==> src/rtl/alert_pkg.sv <==
package alert_pkg;

    localparam int STEP_W = 4;

    // Set-up word layout, bit 7 down to bit 0
    typedef struct packed {
        logic [1:0] ctype;    // call-type pattern code
        logic       led_en;
        logic       vib_en;
        logic       aud_en;
        logic       warble;
        logic       loud;
        logic       pat_src;  // 1 = call-type pattern, 0 = cadence input
    } alert_cfg_t;

    // Code c gives runs of 2^(3-c) on steps then as many off steps
    function automatic logic pattern_bit(input logic [1:0] code, input logic [STEP_W-1:0] step);
        logic [1:0] idx;
        idx = 2'd3 - code;
        return ~step[idx];
    endfunction

endpackage

==> src/rtl/alert_cfg_ctrl.sv <==
module alert_cfg_ctrl
    import alert_pkg::*;
(
    input  logic       clk,
    input  logic       rst_n,
    input  logic       run_i,
    input  logic       step_tick_i,
    input  logic       wr_en_i,
    input  logic [7:0] wr_data_i,
    output alert_cfg_t cfg_o
);

    typedef struct packed {
        alert_cfg_t cur;
        alert_cfg_t pend;
        logic       pend_v;
    } cfg_st_t;

    cfg_st_t s_d, s_q;

    always_comb begin
        s_d = s_q;
        if (run_i) begin
            if (step_tick_i) begin
                if (wr_en_i)          s_d.cur = alert_cfg_t'(wr_data_i);
                else if (s_q.pend_v)  s_d.cur = s_q.pend;
                s_d.pend_v = 1'b0;
            end else if (wr_en_i) begin
                s_d.pend   = alert_cfg_t'(wr_data_i);
                s_d.pend_v = 1'b1;
            end
        end else begin
            if (wr_en_i)          s_d.cur = alert_cfg_t'(wr_data_i);
            else if (s_q.pend_v)  s_d.cur = s_q.pend;
            s_d.pend_v = 1'b0;
        end
    end

    always_ff @(posedge clk or negedge rst_n) begin
        if (!rst_n) s_q <= '0;
        else        s_q <= s_d;
    end

    assign cfg_o = s_q.cur;

endmodule

==> src/rtl/alert_timebase.sv <==
module alert_timebase
    import alert_pkg::*;
#(
    parameter int REP_W = 4
) (
    input  logic              clk,
    input  logic              rst_n,
    input  logic              start_i,
    input  logic              stop_i,
    input  logic              step_tick_i,
    input  logic [REP_W-1:0]  rep_max_i,
    output logic              run_o,
    output logic [STEP_W-1:0] step_o
);

    typedef struct packed {
        logic              run;
        logic [STEP_W-1:0] step;
        logic [REP_W-1:0]  rep;
    } tb_st_t;

    tb_st_t s_d, s_q;
    logic [REP_W-1:0] rep_nx;

    always_comb begin
        s_d    = s_q;
        rep_nx = s_q.rep + 1'b1;
        if (stop_i) begin
            s_d.run = 1'b0;
        end else if (start_i) begin
            s_d.run  = 1'b1;
            s_d.step = '0;
            s_d.rep  = '0;
        end else if (s_q.run && step_tick_i) begin
            s_d.step = s_q.step + 1'b1;
            if (s_q.step == '1) begin
                s_d.rep = rep_nx;
                if (rep_max_i != '0 && rep_nx == rep_max_i) s_d.run = 1'b0;
            end
        end
    end

    always_ff @(posedge clk or negedge rst_n) begin
        if (!rst_n) s_q <= '0;
        else        s_q <= s_d;
    end

    assign run_o  = s_q.run;
    assign step_o = s_q.step;

endmodule

==> src/rtl/alert_mod.sv <==
module alert_mod (
    input  logic clk,
    input  logic rst_n,
    input  logic start_i,
    input  logic run_i,
    input  logic vib_tick_i,
    input  logic wbl_tick_i,
    output logic vib_ph_o,
    output logic wbl_ph_o
);

    typedef struct packed {
        logic vib_ph;
        logic wbl_ph;
    } ph_st_t;

    ph_st_t s_d, s_q;

    always_comb begin
        s_d = s_q;
        if (start_i) begin
            s_d.vib_ph = 1'b1;
            s_d.wbl_ph = 1'b1;
        end else if (run_i) begin
            if (vib_tick_i) s_d.vib_ph = ~s_q.vib_ph;
            if (wbl_tick_i) s_d.wbl_ph = ~s_q.wbl_ph;
        end
    end

    always_ff @(posedge clk or negedge rst_n) begin
        if (!rst_n) s_q <= '0;
        else        s_q <= s_d;
    end

    assign vib_ph_o = s_q.vib_ph;
    assign wbl_ph_o = s_q.wbl_ph;

endmodule

==> src/rtl/alert_outmux.sv <==
module alert_outmux
    import alert_pkg::*;
(
    input  logic              run_i,
    input  alert_cfg_t        cfg_i,
    input  logic [STEP_W-1:0] step_i,
    input  logic              cad_i,
    input  logic              vib_ph_i,
    input  logic              wbl_ph_i,
    output logic              aud_lo_o,
    output logic              aud_hi_o,
    output logic              tone_hi_o,
    output logic              vib_o,
    output logic              led_o
);

    logic src, on;

    always_comb begin
        src       = cfg_i.pat_src ? pattern_bit(cfg_i.ctype, step_i) : cad_i;
        on        = run_i & src;
        aud_lo_o  = on & cfg_i.aud_en;
        aud_hi_o  = on & cfg_i.aud_en & cfg_i.loud;
        tone_hi_o = on & cfg_i.aud_en & cfg_i.warble & wbl_ph_i;
        vib_o     = on & cfg_i.vib_en & (cfg_i.loud | vib_ph_i);
        led_o     = on & cfg_i.led_en & (~cfg_i.warble | wbl_ph_i);
    end

endmodule

==> src/rtl/alert_seq.sv <==
module alert_seq
    import alert_pkg::*;
#(
    parameter int REP_W = 4
) (
    input  logic             clk,
    input  logic             rst_n,
    input  logic             cfg_wr,
    input  logic [7:0]       cfg_wdata,
    input  logic             call_stb,
    input  logic             stop_req,
    input  logic             cad_in,
    input  logic             tick_step,
    input  logic             tick_vib,
    input  logic             tick_wbl,
    input  logic [REP_W-1:0] rep_max,
    output logic             aud_lo,
    output logic             aud_hi,
    output logic             tone_hi,
    output logic             vib_on,
    output logic             led_on,
    output logic             alert_on
);

    alert_cfg_t        cfg_q;
    logic [STEP_W-1:0] step_q;
    logic              run_q;
    logic              start;
    logic              vib_ph, wbl_ph;

    assign start = call_stb & ~stop_req;

    alert_cfg_ctrl u_cfg (
        .clk         (clk),
        .rst_n       (rst_n),
        .run_i       (run_q),
        .step_tick_i (tick_step),
        .wr_en_i     (cfg_wr),
        .wr_data_i   (cfg_wdata),
        .cfg_o       (cfg_q)
    );

    alert_timebase #(.REP_W(REP_W)) u_tb (
        .clk         (clk),
        .rst_n       (rst_n),
        .start_i     (start),
        .stop_i      (stop_req),
        .step_tick_i (tick_step),
        .rep_max_i   (rep_max),
        .run_o       (run_q),
        .step_o      (step_q)
    );

    alert_mod u_mod (
        .clk        (clk),
        .rst_n      (rst_n),
        .start_i    (start),
        .run_i      (run_q),
        .vib_tick_i (tick_vib),
        .wbl_tick_i (tick_wbl),
        .vib_ph_o   (vib_ph),
        .wbl_ph_o   (wbl_ph)
    );

    alert_outmux u_mux (
        .run_i     (run_q),
        .cfg_i     (cfg_q),
        .step_i    (step_q),
        .cad_i     (cad_in),
        .vib_ph_i  (vib_ph),
        .wbl_ph_i  (wbl_ph),
        .aud_lo_o  (aud_lo),
        .aud_hi_o  (aud_hi),
        .tone_hi_o (tone_hi),
        .vib_o     (vib_on),
        .led_o     (led_on)
    );

    assign alert_on = run_q;

endmodule

==> config.mk <==
export PLATFORM = sky130hd
export DESIGN_NAME = alert_seq
export DESIGN_NICKNAME = d
export VERILOG_FILES = /design/src/rtl/alert_pkg.sv /design/src/rtl/alert_cfg_ctrl.sv /design/src/rtl/alert_timebase.sv /design/src/rtl/alert_mod.sv /design/src/rtl/alert_outmux.sv /design/src/rtl/alert_seq.sv
export SDC_FILE = /design/constraint.sdc
export NUM_CORES = 1
export LEC_CHECK = 0
export BUFFER_PORTS_ARGS = -buffer_cell sky130_fd_sc_hd__buf_2
export CAP_MARGIN = 10
export CORE_ASPECT_RATIO = 1.75
export CORE_MARGIN = 5
export CORE_UTILIZATION = 54
export DETAILED_ROUTE_END_ITERATION = 16
export GPL_ROUTABILITY_DRIVEN = 0
export PLACE_DENSITY_LB_ADDON = 0.08
export SETUP_SLACK_MARGIN = 0.05
export SYNTH_ARGS = -nofsm -noshare
export SYNTH_HDL_FRONTEND = slang
export SYNTH_SLANG_ARGS = --single-unit
export TNS_END_PERCENT = 100
==> constraint.sdc <==
create_clock -name clk -period 2 [get_ports clk]
set_clock_uncertainty 0.05 [all_clocks]
set_input_delay 0 -clock clk [delete_from_list [all_inputs] [get_ports clk]]
set_output_delay 0 -clock clk [all_outputs]
set_load 0.005 [all_outputs]
== After elaboration in Yosys (flattened, before gate mapping) ==
Cells that the tools add are included.
Cells by class
  add/sub/neg operators: 3
  magnitude comparators: 1
  equal/unequal tests: 4
  multiplexer cells: 20
  bitwise operators: 18
  reductions and logical operators: 17
Operators with widths (number)
  8-bit 2-to-1 mux: 4
  9-bit 2-to-1 mux: 2
  1-bit bitwise AND: 10
  1-bit 2-to-1 mux: 10
  2-bit nonzero test: 5
  3-bit AND reduction: 3
  3-bit nonzero test: 3
  4-bit by 1-bit adder with 4-bit output (second input constant): 2
  1-bit inverter: 6
  2-bit AND reduction: 3
  4-bit equality test: 1
  4-bit equality test (second input constant): 1
  2-bit 2-to-1 mux: 2
  4-bit 2-to-1 mux: 1
  4-bit nonzero test: 1
  2-bit by 3-bit less-than comparator with 1-bit output (second input constant): 1
  3-bit != test (second input constant): 1
  1-bit binary-select mux with 2-bit select: 1
  1-bit logical AND: 2
  2-bit != test (second input constant): 1
  1-bit OR: 2
  2-bit subtractor (first input constant): 1
Word-level totals
  register bits: 28
  input bits: 21
  output and inout bits: 6
  word-level logic and storage cells: 83

== Depth between registers and ports, before layout ==
  depth after elaboration: 9
  gate-level depth with buffers: 6
  gate-level depth less buffers: 5

== Cells and area by module ==
Synthesis repeated with hierarchy kept, for this count alone.
Unflattened totals
  cell total of the unflattened synthesis: 150
  area, all modules: 1735.4 um^2
Modules (own cells, without submodules)
  alert_cfg_ctrl: instances 1, cells each 55, area each 890.9 um^2, sequential area each 425.4 um^2
  alert_timebase: instances 1, cells each 70, area each 636.9 um^2, sequential area each 225.2 um^2
  alert_outmux: instances 1, cells each 16, area each 98.8 um^2, sequential area each 0.0 um^2
  alert_mod: instances 1, cells each 8, area each 95.1 um^2, sequential area each 50.0 um^2
  alert_seq: instances 1, cells each 1, area each 13.8 um^2, sequential area each 0.0 um^2

== Worst setup path before layout ==
OpenSTA, ideal clock, no wires.
  kind: register -> register
  from: register u_tb.s_q[0] in the netlist's numbering
  to: register u_tb.s_q (netlist bit u_tb.run_o)
  library setup time: 0.131 ns
  arrival: 1.266 ns
  data required time: 1.819 ns
  path slack: 0.553 ns
  cell stages (with the launch flop): 6
  path buffers: 0
  clock period less this slack: 1.447 ns
  cells stage by stage: dfrtp_1 ha_1 xnor2_1 o21ai_0 nor4_1 a31oi_1
Between the ends
  cells in the longest elaborated chain, start to end: 5
RTL lines
  from (decl): RTL line alert_timebase.sv:22  | tb_st_t s_d, s_q;
  from (signal assigned): RTL line alert_timebase.sv:44  | if (!rst_n) s_q <= '0;
  from (signal assigned): RTL line alert_timebase.sv:45  | else s_q <= s_d;
  4-bit by 1-bit adder with 4-bit output: RTL line alert_timebase.sv:27  | rep_nx = s_q.rep + 1'b1;
  4-bit equality test: RTL line alert_timebase.sv:38  | if (rep_max_i != '0 && rep_nx == rep_max_i) s_d.run = 1'b0;
  1-bit logical AND: RTL line alert_timebase.sv:38
  3-bit nonzero test (no source line)
  3-bit AND reduction (no source line)
Every way passes these cells.
A chain may end at the register's enable or synchronous reset.

== Final worst setup path ==
  from: register u_tb.s_q (netlist bit u_tb.step_o[1])
  to: output tone_hi
Between the ends
  cells in the longest elaborated chain, start to end: 8
RTL lines
  1-bit binary-select mux with 2-bit select: RTL line alert_pkg.sv:20  | return ~step[idx];
  1-bit 2-to-1 mux (implied by the code): RTL line alert_pkg.sv:20
  1-bit inverter: RTL line alert_pkg.sv:20
  1-bit 2-to-1 mux: RTL line alert_outmux.sv:20  | src = cfg_i.pat_src ? pattern_bit(cfg_i.ctype, step_i) : cad_i;
  1-bit bitwise AND: RTL line alert_outmux.sv:21  | on = run_i & src;
  1-bit bitwise AND (3 in a row): RTL line alert_outmux.sv:24  | tone_hi_o = on & cfg_i.aud_en & cfg_i.warble & wbl_ph_i;
  to (decl): RTL line alert_seq.sv:19  | output logic tone_hi,
Every way passes these cells. The select of a mux whose other input is x is not followed.

==> reports/qor.txt <==
Status: completed
DRC Markers: 0
Setup TNS: 0 ns
Worst Path Required: 1.95 ns
Die height: 77.4 um
Main combinational cell family by area after synthesis: simple AND/OR/NAND/NOR gates
DIE AREA: 0.00375 mm^2
Core ar.: 0.00249 mm^2
Nets@finish: 198
Layout cells sized above 1: 0.277
Clock Pin Slew Worst Setup and Hold Paths: 0.09 ns
Initial antenna violation count: 0
Global-route wire length before repair: 5380 um
Max Cap Viol: 0
GRT Util Overall: 0.179
Path depth of the worst reg2reg path: 5
Distinct cells, synth: 32
Final period util: 0.936
DR vias/cell: 5.79
Register Area: 701 um^2
Area of the multi-input gates: 688 um^2
Post-Synthesis Cells: 131
Pin count of the biggest net entering global routing: 29
Setup crit end: tone_hi
Synth Area in Compound Gates: 0.146
Slowest stage cell on the critical path: mux4_2
H-tree depth: 1
Routed vias: 1,152
YS warnings: 0
Overall Power: 0.00122 W
Chip Width: 48.5 um
RSZ-0062 raised after global routing: no
Antenna cells: 0
Power per Cell Area: 700 mW/mm^2
Post-detail-place hpwl: 2380 um
CTS tree: built
Crit path largest cell delay: 0.50 ns
Worst VDD drop: 0.000524 V
Vias in the first global route: 1,178
Detailed Route Iter0 Violations: 57
Max Freq: 534 MHz
DRT Pass-1 Iters: 4
Overflow after GRT: 0
Crit-path cells: mux4_2 -> a21oi_4 -> and2_4 -> and3_1 -> buf_2
Drt total wl: 3250 um
R2R Path Start: u_tb.s_q[0]
Fill count: 202
Worst setup EP type: output port
Root Driver: clkbuf_8
Max Slew Vio Count: 0
Worst EP arrival: 1.82 ns
Insertion delay to the later sink of the worst-skew pair: 0.27 ns
Ports: 27
Slew HR: 0.587
Crit path from: u_tb.step_o[1]
Fin. Hold Viols: 0
CTS buffer count: 3
Post-DRT Antenna Nets: 0
LEAKAGE: 0.857 nW
Clk buf depth: 2
Synth Register Bits: 28
FF-to-FF setup slack: 0.42 ns
CTS sink cnt: 28
Port Buffer Count: 26
Synth Cell Area: 0.00140 mm^2
Synth Area in Adders: 0.0179
Synth Area in Simple Gates: 0.153
XOR/XNOR Fraction of Synth Area: 0.0313
Area Growth Syn to Fin: 24.7%
Minimum clock period after layout: 1.87 ns
Critical path peak fanout: 5
Worst Hold Class: input port to register
Starting Density: 0.562
Seq/Total Area, Yosys: 0.500
Crit Path Class: register to output port
Least-Margin Pin Slew: 0.620 ns
Syn nets: 154
Mux cell area share after synthesis: 0.138
Post-Synthesis Mean Instance Area: 10.7 um^2
Setup violations, final: 0
Routed WL per cell: 16.3 um
Crit start category: register
Reg-to-reg endpoint: u_tb.run_o
Row cnt: 24
==> critical path: cells and delay by family (launching register included) <==
| family | cells | cell delay [ns] |
|---|---|---|
| compound gates | 1 | 0.20 |
| buf+inv | 1 | 0.11 |
| flops | 1 | 0.44 |
| mux | 1 | 0.50 |
| simple gates | 2 | 0.30 |
==> how the worst min path moves through the flow <==
stage / slack, ns / cells past startpoint / startpoint / end
after detailed placement: 0.0004 / 1 / rst_n / u_cfg.s_q[4]
after CTS: 0.002 / 3 / tick_wbl / u_mod.wbl_ph_o
after global placement: -0.002 / 1 / rst_n / u_cfg.s_q[4]
final: 0.003 / 3 / tick_wbl / u_mod.wbl_ph_o
after global routing: 0.04 / 3 / stop_req / u_tb.s_q[3]
after floorplan: -0.35 / 0 / rst_n / u_cfg.cfg_o[0]
==> routing by layer <==
metal	track usage	part of all wire	up-vias
met1	0.204	0.38	550
met3	0.0287	0.041	9
met4	0.102	0.032	0
met5	0	0	-
met2	0.309	0.54	27
li1	-	-	566
==> kinds of logic after synthesis <==
logic type	after synthesis
buffers and inverters	4
AND/OR/NAND/NOR	41
adder cells (fa/ha/maj)	2
multiplexers	17
XOR/XNOR	5
AO/OA/AOI/OAI	34
flip-flops	28
==> registers in the layout, indices dropped and copies added (netlist names) <==
signal	count
u_tb.run_o	1
u_mod.wbl_ph_o	1
u_tb.step_o	4
u_tb.s_q	4
u_cfg.cfg_o	8
u_cfg.s_q	9
u_mod.vib_ph_o	1
==> synthesized netlist by cell type (all sizes together) <==
library cell  number  area, um^2
a21oi             12        63.8
xor2               2        17.5
buf                2        12.5
mux4               1        22.5
o21bai             3        22.5
clkbuf             2        7.51
a31oi              2        12.5
nor3               1        5.00
xnor2              3        26.3
nand4b             1        8.76
nand2              5        18.8
a32o               2        20.0
and2               2        15.0
nand3              5        25.0
a21o               1        7.51
a41oi              1        8.76
o211a              1        10.0
nand2b             2        12.5
and3               7        46.3
nand4              1        6.26
ha                 2        25.0
mux2i              8        80.1
nor2              12        45.0
nor4               2        12.5
dfrtp             28         701
nor2b              3        18.8
o21ai             12        60.1
mux2               8        90.1
==> final cells by class <==
type / count / area share
Sequential cell: 28 / 0.401
Multi-Input combinational cell: 99 / 0.394
Timing Repair Buffer: 43 / 0.163
Clock buffer: 3 / 0.0236
Tap cell: 26 / 0.0186
==> per-stage QoR <==
step                      hold WS [ns]  cells  utilization  setup WS [ns]  area (um^2)
after floorplan                 -0.346    131            -          0.553         1400
after global placement        -0.00247    181        0.626          0.426         1560
after detailed placement      0.000421    181        0.626          0.408         1560
after CTS                      0.00237    195        0.686         0.0911         1710
after global routing            0.0365    199        0.701         0.0438         1750
final                          0.00332    199        0.701          0.127         1750
==> cell usage in the layout (no fill, tap or decap), types with 2 or more instances in the layout <==
cell | Yosys | layout
a21oi_1 | 11 | 11
a31oi_1 | 2 | 2
a32o_1 | 2 | 2
and3_1 | 5 | 5
and3_2 | 2 | 2
buf_2 | 1 | 26
buf_4 | 1 | 6
clkbuf_8 | 0 | 3
dfrtp_1 | 28 | 28
dlygate4sd3_1 | 0 | 11
ha_1 | 2 | 2
mux2_2 | 8 | 8
mux2i_1 | 8 | 8
nand2_1 | 5 | 5
nand2b_1 | 2 | 2
nand3_1 | 5 | 5
nor2_1 | 12 | 12
nor2b_1 | 3 | 3
nor4_1 | 2 | 2
o21ai_0 | 12 | 12
o21bai_1 | 3 | 3
xnor2_1 | 3 | 3
xor2_1 | 2 | 2
==> what timing repair did <==
item                                   in CTS  in global routing
hold buffers                               11                  0
resized for setup                           0                  1
setup endpoints to repair                   0                  1
setup buffers                               0                  4
endpoints found under the hold margin      38                  0
==> power breakdown <==
part | switching, W | internal, W | total, W
registers | 0.0000504 | 0.000642 | 0.000693
logic | 0.000105 | 0.000127 | 0.000231
clock network | 0.000165 | 0.000135 | 0.000300
total | 0.000320 | 0.000904 | 0.00122
Note: power is estimated with default switching activity, not from simulation.
